`src/rtl/sg_desc_pkg.sv`:
```
package sg_desc_pkg;

  localparam int DESC_WORDS = 12;

  // word offsets inside a descriptor
  localparam int W_FLAGS = 0;
  localparam int W_ID    = 1;
  localparam int W_DST   = 2;
  localparam int W_SRC   = 4;
  localparam int W_NEXT  = 6;
  localparam int W_YLEN  = 8;
  localparam int W_XLEN  = 9;
  localparam int W_SSTR  = 10;
  localparam int W_DSTR  = 11;

  localparam int FLAG_LAST = 0;
  localparam int FLAG_IRQ  = 1;

  typedef enum logic [1:0] {
    ST_IDLE  = 2'd0,
    ST_FETCH = 2'd1,
    ST_XFER  = 2'd2
  } sg_state_e;

  // two 32-bit words to one 64-bit field, lower address in the low half
  function automatic logic [63:0] join64(input logic [31:0] lo, input logic [31:0] hi);
    return {hi, lo};
  endfunction

  // byte address of word number idx of the descriptor at base
  function automatic logic [63:0] word_addr(input logic [63:0] base, input logic [3:0] idx);
    return base + {58'd0, idx, 2'b00};
  endfunction

endpackage

```
`src/rtl/sg_fetch_seq.sv`:
```
module sg_fetch_seq
  import sg_desc_pkg::*;
#(
  parameter int ADDR_W = 64,
  localparam int IDX_W = $clog2(DESC_WORDS)
) (
  input  logic              clk,
  input  logic              rst_n,
  input  logic              load_i,
  input  logic [ADDR_W-1:0] load_ptr_i,
  input  logic              run_i,
  input  logic              rvalid_i,
  output logic [ADDR_W-1:0] addr_o,
  output logic [IDX_W-1:0]  idx_o,
  output logic              word_cap_o,
  output logic              fetch_last_o
);

  logic [ADDR_W-1:0] base_q;
  logic [IDX_W-1:0]  idx_q;
  logic [63:0]       base_ext;
  logic [63:0]       full_addr;

  always_ff @(posedge clk) begin
    if (!rst_n) begin
      base_q <= '0;
      idx_q  <= '0;
    end else if (load_i) begin
      base_q <= load_ptr_i;
      idx_q  <= '0;
    end else if (word_cap_o) begin
      idx_q <= idx_q + 1'b1;
    end
  end

  always_comb begin
    base_ext = '0;
    base_ext[ADDR_W-1:0] = base_q;
    full_addr = word_addr(base_ext, idx_q);
  end

  assign addr_o       = full_addr[ADDR_W-1:0];
  assign idx_o        = idx_q;
  assign word_cap_o   = run_i && rvalid_i;
  assign fetch_last_o = word_cap_o && (idx_q == IDX_W'(DESC_WORDS - 1));

endmodule

```
`src/rtl/sg_desc_regs.sv`:
```
module sg_desc_regs
  import sg_desc_pkg::*;
#(
  localparam int IDX_W = $clog2(DESC_WORDS)
) (
  input  logic             clk,
  input  logic             rst_n,
  input  logic             wr_i,
  input  logic [IDX_W-1:0] idx_i,
  input  logic [31:0]      data_i,
  output logic [1:0]       flags_o,
  output logic [31:0]      id_o,
  output logic [63:0]      dst_o,
  output logic [63:0]      src_o,
  output logic [63:0]      next_o,
  output logic [31:0]      ylen_o,
  output logic [31:0]      xlen_o,
  output logic [31:0]      sstr_o,
  output logic [31:0]      dstr_o
);

  logic [31:0] word_q [DESC_WORDS];
  logic [1:0]  flag_q;

  for (genvar g = 0; g < DESC_WORDS; g++) begin : g_word
    if (g == W_FLAGS) begin : g_flags
      always_ff @(posedge clk) begin
        if (!rst_n)                              flag_q <= '0;
        else if (wr_i && idx_i == IDX_W'(g))     flag_q <= data_i[1:0];
      end
      assign word_q[g] = '0;
    end else begin : g_data
      always_ff @(posedge clk) begin
        if (!rst_n)                              word_q[g] <= '0;
        else if (wr_i && idx_i == IDX_W'(g))     word_q[g] <= data_i;
      end
    end
  end

  assign flags_o = flag_q;
  assign id_o    = word_q[W_ID];
  assign dst_o   = join64(word_q[W_DST],  word_q[W_DST + 1]);
  assign src_o   = join64(word_q[W_SRC],  word_q[W_SRC + 1]);
  assign next_o  = join64(word_q[W_NEXT], word_q[W_NEXT + 1]);
  assign ylen_o  = word_q[W_YLEN];
  assign xlen_o  = word_q[W_XLEN];
  assign sstr_o  = word_q[W_SSTR];
  assign dstr_o  = word_q[W_DSTR];

endmodule

```
`src/rtl/sg_ctrl.sv`:
```
module sg_ctrl
  import sg_desc_pkg::*;
(
  input  logic        clk,
  input  logic        rst_n,
  input  logic        start_i,
  input  logic        hwdesc_en_i,
  input  logic        fetch_last_i,
  input  logic        xfer_done_i,
  input  logic [1:0]  flags_i,
  input  logic [31:0] id_i,
  output sg_state_e   state_o,
  output logic        launch_o,
  output logic        follow_o,
  output logic        irq_o,
  output logic [31:0] irq_id_o
);

  sg_state_e   state_q;
  logic        desc_end;
  logic        irq_q;
  logic [31:0] irq_id_q;

  assign desc_end = (state_q == ST_XFER) && xfer_done_i;
  assign launch_o = (state_q == ST_IDLE) && start_i && hwdesc_en_i;
  assign follow_o = desc_end && !flags_i[FLAG_LAST];

  always_ff @(posedge clk) begin
    if (!rst_n) begin
      state_q <= ST_IDLE;
    end else begin
      unique case (state_q)
        ST_IDLE:  if (launch_o)     state_q <= ST_FETCH;
        ST_FETCH: if (fetch_last_i) state_q <= ST_XFER;
        ST_XFER:  if (desc_end)     state_q <= flags_i[FLAG_LAST] ? ST_IDLE : ST_FETCH;
        default:                    state_q <= ST_IDLE;
      endcase
    end
  end

  always_ff @(posedge clk) begin
    if (!rst_n) begin
      irq_q    <= 1'b0;
      irq_id_q <= '0;
    end else begin
      irq_q <= desc_end && flags_i[FLAG_IRQ];
      if (desc_end && flags_i[FLAG_IRQ]) irq_id_q <= id_i;
    end
  end

  assign state_o  = state_q;
  assign irq_o    = irq_q;
  assign irq_id_o = irq_id_q;

endmodule

```
`src/rtl/sg_desc_walker.sv`:
```
module sg_desc_walker
  import sg_desc_pkg::*;
#(
  parameter int ADDR_W = 64
) (
  input  logic              clk,
  input  logic              rst_n,
  input  logic              start_i,
  input  logic              hwdesc_en_i,
  input  logic [ADDR_W-1:0] first_ptr_i,
  input  logic              cyclic_req_i,
  output logic              cyclic_eff_o,
  output logic              busy_o,
  output logic              mem_req_o,
  output logic [ADDR_W-1:0] mem_addr_o,
  input  logic              mem_rvalid_i,
  input  logic [31:0]       mem_rdata_i,
  output logic              xfer_req_o,
  output logic [63:0]       xfer_src_o,
  output logic [63:0]       xfer_dst_o,
  output logic [31:0]       xfer_xlen_o,
  output logic [31:0]       xfer_ylen_o,
  output logic [31:0]       xfer_sstride_o,
  output logic [31:0]       xfer_dstride_o,
  output logic [31:0]       xfer_id_o,
  input  logic              xfer_done_i,
  output logic              eot_irq_o,
  output logic [31:0]       eot_id_o
);

  localparam int IDX_W = $clog2(DESC_WORDS);

  sg_state_e         state;
  logic              launch;
  logic              follow;
  logic              seq_load;
  logic [ADDR_W-1:0] seq_ptr;
  logic [IDX_W-1:0]  word_idx;
  logic              word_cap;
  logic              fetch_last;
  logic              desc_done;
  logic [1:0]        flags;
  logic [63:0]       next_ptr;

  assign seq_load  = launch || follow;
  assign seq_ptr   = launch ? first_ptr_i : next_ptr[ADDR_W-1:0];
  assign desc_done = xfer_req_o && xfer_done_i;

  sg_ctrl u_ctrl (
    .clk          (clk),
    .rst_n        (rst_n),
    .start_i      (start_i),
    .hwdesc_en_i  (hwdesc_en_i),
    .fetch_last_i (fetch_last),
    .xfer_done_i  (xfer_done_i),
    .flags_i      (flags),
    .id_i         (xfer_id_o),
    .state_o      (state),
    .launch_o     (launch),
    .follow_o     (follow),
    .irq_o        (eot_irq_o),
    .irq_id_o     (eot_id_o)
  );

  sg_fetch_seq #(.ADDR_W(ADDR_W)) u_seq (
    .clk          (clk),
    .rst_n        (rst_n),
    .load_i       (seq_load),
    .load_ptr_i   (seq_ptr),
    .run_i        (state == ST_FETCH),
    .rvalid_i     (mem_rvalid_i),
    .addr_o       (mem_addr_o),
    .idx_o        (word_idx),
    .word_cap_o   (word_cap),
    .fetch_last_o (fetch_last)
  );

  sg_desc_regs u_regs (
    .clk     (clk),
    .rst_n   (rst_n),
    .wr_i    (word_cap),
    .idx_i   (word_idx),
    .data_i  (mem_rdata_i),
    .flags_o (flags),
    .id_o    (xfer_id_o),
    .dst_o   (xfer_dst_o),
    .src_o   (xfer_src_o),
    .next_o  (next_ptr),
    .ylen_o  (xfer_ylen_o),
    .xlen_o  (xfer_xlen_o),
    .sstr_o  (xfer_sstride_o),
    .dstr_o  (xfer_dstride_o)
  );

  assign busy_o       = (state != ST_IDLE);
  assign mem_req_o    = (state == ST_FETCH);
  assign xfer_req_o   = (state == ST_XFER);
  assign cyclic_eff_o = cyclic_req_i && !hwdesc_en_i;

endmodule

```
`config.mk`:
```
export PLATFORM = sky130hd
export DESIGN_NAME = sg_desc_walker
export DESIGN_NICKNAME = d
export VERILOG_FILES = /design/src/rtl/sg_desc_pkg.sv /design/src/rtl/sg_fetch_seq.sv /design/src/rtl/sg_desc_regs.sv /design/src/rtl/sg_ctrl.sv /design/src/rtl/sg_desc_walker.sv
export SDC_FILE = /design/constraint.sdc
export NUM_CORES = 1
export LEC_CHECK = 0
export BUFFER_PORTS_ARGS = -buffer_cell sky130_fd_sc_hd__buf_4
export CAP_MARGIN = 40
export CELL_PAD_IN_SITES_DETAIL_PLACEMENT = 0
export CELL_PAD_IN_SITES_GLOBAL_PLACEMENT = 1
export CORE_ASPECT_RATIO = 0.6
export CORE_MARGIN = 8
export CORE_UTILIZATION = 39
export CTS_BUF_LIST = sky130_fd_sc_hd__clkbuf_4 sky130_fd_sc_hd__clkbuf_8 sky130_fd_sc_hd__clkbuf_16
export DETAILED_ROUTE_END_ITERATION = 8
export PLACE_DENSITY = 0.91
export SYNTH_ARGS = -nofsm -noshare
export SYNTH_HDL_FRONTEND = slang
export SYNTH_SLANG_ARGS = --single-unit
```
`constraint.sdc`:
```
create_clock -name clk -period 3.85 [get_ports clk]
set_clock_uncertainty 0.2 [all_clocks]
set_input_delay 0.385 -clock clk [delete_from_list [all_inputs] [get_ports clk]]
set_output_delay 0.385 -clock clk [all_outputs]
set_load 0.02 [all_outputs]
```
# == Word-level counts from Yosys, hierarchy flattened ==
# Cells that the tools add are included.
# word_totals
register_bits,457
latch_bits,0
ramBits,0
romBits,0
wordCells,69
mem_count,0
# op_classes
addsub,2
mul,0
div_mod_pow,0
magnitude_cmp,0
n_eq_ne,16
shifts,0
muxes,6
bitwise,1
n_reduce_logical,27
# ops
operator,count
$add 64x6->64,1
$mux 64,1
$logic_and 1x1->1,19
$eq 4x3->1 const B,4
$eq 4x4->1 const B,4
$eq 4x2->1 const B,2
$mux 2,3
$pmux 2 s3,1
$add 4x1->4 const B,1
$eq 4x1->1 const B,1
$logic_not 4->1,1
$ne 2x2->1 const B,2
$reduce_and 3->1,1
$eq 2x1->1 const B,1
$eq 2x2->1 const B,1
$logic_not 1->1,2
$logic_not 2->1,1
$ne 2x1->1 const B,1
$reduce_bool 2->1,1
$reduce_or 2->1,1
$logic_or 1x1->1,1
$mux 1,1
$not 1->1,1

# == Logic depth before layout (Yosys ltp) ==
# depth
ltp_word,5
mapped_depth,8
depth_no_buf,7

# == Hierarchy ==
# Synthesis repeated with hierarchy kept, for this count alone.
# unflattened
cells_unflattened,1893
hier_area_um2,19229.7
# modules_own_cells
mod,instances,cells_per_inst,area_per_inst_um2
sg_desc_regs,1,1226,12756.0
sg_fetch_seq,1,438,3997.6
sg_ctrl,1,153,1467.7
sg_desc_walker,1,76,1008.5

# == Least setup slack after synthesis ==
# Ideal clock, no wire load.
# synth_timing
path_type,reg-to-output
startpoint,register u_seq.idx_q[0] (netlist: u_seq.idx_o[0])
endpoint,output mem_addr_o[36]
arrival_ns,2.572
required_ns,3.265
setup_slack_ns,0.693
stages_incl_launch_ff,8
n_path_buf,0
cell_sequence,dfxtp_1 -> ha_1 -> fa_1 -> a211o_1 -> or3b_1 -> nor4_1 -> nand4_1 -> xnor2_1
# synth_between
elab_chain_cells,1
# synth_lines
item,line_no,text
from (decl),sg_fetch_seq.sv:20,logic [IDX_W-1:0] idx_q;
from (signal assigned),sg_fetch_seq.sv:32,idx_q <= idx_q + 1'b1;
$add 64x6->64,sg_desc_pkg.sv:32,"return base + {58'd0, idx, 2'b00};"
to (decl),sg_desc_walker.sv:15,"output logic [ADDR_W-1:0] mem_addr_o,"
# Every way passes these cells.

# == Worst setup path after layout ==
# layout_timing
startpoint,register u_seq.idx_q[0] (netlist: u_seq.idx_o[0])
endpoint,output mem_addr_o[46]
# The elaborated chain is that of the path after synthesis.

==> flow_summary.ini <==
[logic_synthesis]
synthesis.area_um2 = 18500
synthTopCellsByArea = dfxtp_1, nand2_1, a21boi_0, a222oi_1, clkbuf_1
avgSynthCellArea_um2 = 8.40
synthCells = 2197
yosysSeqAreaShare_pct = 49.6
yosysWarnings = 0
ys_seq_elements = 457
syn_nets = 2309
synth_top_area_cell = dfxtp_1
yosysTopAreaCellShare_pct = 49.6
yosysUniqueCellTypes = 45

[global_routing]
grt_overflow = 0
grt_max_degree = 124
grt_usage_pct = 25.9
antenna_found_initial = 1
grt_pass1_wl_um = 110000
grt_pass1_vias = 16800

[power]
p_per_area_nw_per_um2 = 414
ir_worst_vdd_mv = 0.300
p_leak_nw = 9.54

[finish]
post-route-cell-area_um2 = 25000
fillers = 4168
layout-drive-gt1-share_pct = 23.8
final_nets = 2763
fin_util_pct = 53.8
final_cells = 3318
syn2layout_area_growth_pct = 35.4

[hold_path]
hp-class = in2reg

[floorplanning]
io_pins = 492
fp.dieH_um = 185
fp.dieW_um = 297
design.core.area_um2 = 46500
start_util_pct = 39.7
dieArea_um2 = 54800
fp-row-count = 61

[placed_design]
placed_area_um2 = 22500
dp_slack_ns = 0.430
portBuffers = 491
place_congestion = 0.891
place.detailed.hpwl_um = 50500
placed_cells = 3160

[clocking]
numCtsBuffers = 44
cts.sinks = 457
clock-root-buffer = clkbuf_16
h-tree-depth = 2
clk_latency_ns = 0.55
clock_path_buffers = 3
cts_tree = done
path_clk_slew_ns = 0.06

[timing]
report.final.slew_viol_count = 0
period_share_pct = 98.5
hold_violations = 0
fin_hold_ws_ns = 0.0303
tightest_slew_ns = 0.860
min_period_ns = 3.79
setup_violations = 0
max_clock_freq_mhz = 264
setup_ws_ns = 0.0588
relSlewSlack_pct = 41.9

[setup_path]
worstSetupEndpointType = primary output
worstPathRequired_ns = 3.26
startpoint_type = flip-flop
path_class = reg2out
worst_ep_arrival_time_ns = 3.21
path_max_fanout = 5

[routing]
drt-pass1-iter-count = 9
via_count = 17900
avgViaCountPerCell = 5.39
detail_route.wl_per_cell_um = 22.9
drtIter0Drc = 2239
drc = 6
routed_wl_um = 76100
antenna_left = 0

[run_status]
run_status = finished with violations
failed_checks = DRC

[flow_run]
cap_violations = 0
cells in the final DEF, fill, tap and decap left out, types with 25 or more instances in the layout:
master / count
a21boi_0: 385
a222oi_1: 63
buf_4: 522
clkbuf_16: 46
dfxtp_1: 453
dlygate4sd3_1: 69
nand2_1: 805
nand3_1: 25
nor2_1: 25
nor2b_1: 71
xnor2_1: 37
xor2_1: 26
through the flow:
step / power, W / setup TNS (ns)
floorplan: 0.00520 / 0
CTS: 0.0104 / 0
detailed placement: 0.00552 / 0
finish: 0.0103 / 0
global placement: 0.00551 / 0
global route: 0.0106 / -0.0516
worst paths after layout:
path / start / endpoint / slack [ns] / cells past startpoint
setup / recovery: u_seq.idx_o[0] / mem_addr_o[46] / 0.06 / 9
hold / removal: mem_rdata_i[27] / u_regs.next_o[27] / 0.03 / 3
setup reg to reg: u_ctrl.state_o[1] / u_regs.dstr_o[2] / 1.21 / 7
hold reg to reg: u_regs.src_o[28] / u_regs.src_o[28] / 0.26 / 2
synthesized netlist by cell type (all sizes together):
master / count
a211o: 1
a21boi: 385
a21o: 1
a21oi: 4
a222oi: 63
and2: 15
and3: 7
and4: 3
buf: 29
clkbuf: 164
dfxtp: 457
fa: 1
ha: 8
inv: 7
mux2: 1
mux2i: 3
nand2: 806
nand2b: 2
nand3: 26
nand3b: 2
nand4: 18
nor2: 27
nor2b: 71
nor3: 12
nor3b: 3
nor4: 6
nor4b: 1
o21a: 2
o21ai: 2
o22ai: 1
or2: 2
or3: 1
or3b: 1
or4: 1
or4b: 1
xnor2: 37
xor2: 26
metal layers:
| layer | routed length (µm) | share of wire [%] | GRT usage [%] |
|---|---|---|---|
| met4 | 2690 | 3.5 | 8.73 |
| met5 | 0 | 0 | 0 |
| met2 | 33600 | 44 | 40.1 |
| met1 | 32700 | 43 | 35.2 |
| met3 | 7240 | 9.5 | 6.49 |
power breakdown:
group | switching, W | internal (W) | total [W] | leakage (nW)
Clock | 0.00193 | 0.00293 | 0.00486 | 0.806
Sequential | 0.0000452 | 0.00476 | 0.00481 | 3.69
Combinational | 0.000391 | 0.000292 | 0.000684 | 5.05
sequential cells by signal (all words and copies together), names as in the netlist, 4 cells and up:
| signal | flops |
|---|---|
| u_seq.base_ext | 64 |
| u_regs.xlen_o | 32 |
| u_regs.dst_o | 64 |
| u_regs.ylen_o | 32 |
| u_regs.next_o | 64 |
| u_regs.sstr_o | 32 |
| u_ctrl.irq_id_o | 32 |
| u_regs.dstr_o | 32 |
| u_regs.id_o | 32 |
| u_seq.idx_o | 4 |
| u_regs.src_o | 64 |
repair_timing:
| item | 4_1_cts | 5_1_grt |
|---|---|---|
| buffers inserted | 2 | 3 |
| gates resized for setup | 6 | 13 |
| setup endpoints to repair | 5 | 9 |
| pin swaps | 2 | 4 |
| endpoints found under the hold margin | 87 | 0 |
| hold buffers | 69 | 0 |
| cloned | 1 | 0 |
layout make-up:
class / count / area, µm² / area share [%]
Antenna cell: 2 / 5.00 / 0.0200
Clock buffer: 60 / 1270 / 5.08
Clock inverter: 21 / 347 / 1.39
Inverter: 7 / 26.3 / 0.105
Multi-Input combinational cell: 1541 / 8630 / 34.5
Sequential cell: 457 / 9160 / 36.6
Tap cell: 630 / 788 / 3.15
Timing Repair Buffer: 600 / 4770 / 19.1
critical path: stages, from the launching register on:
cell     delay [ns]
dfxtp_4        0.37
ha_4           0.15
fa_2           0.24
a211o_1        0.15
or3b_4         0.41
or4b_4         0.67
buf_6          0.19
nor3_4         0.11
xor2_1         0.18
buf_4          0.18
cells by family (layout without fill, tap and decap cells):
kind of cell / after synthesis / count (layout) / synth area share (%)
other: 0 / 2 / 0
and+or+nand+nor: 1005 / 1006 / 22.8
adders and majority gates: 9 / 9 / 0.651
xor gates and xnor gates: 63 / 63 / 2.99
DFF: 457 / 457 / 49.6
muxes: 4 / 4 / 0.224
buffers and inverters: 200 / 688 / 4.32
AOI/OAI and AO/OA: 459 / 459 / 19.4
Power figures use the tool's default switching activity.
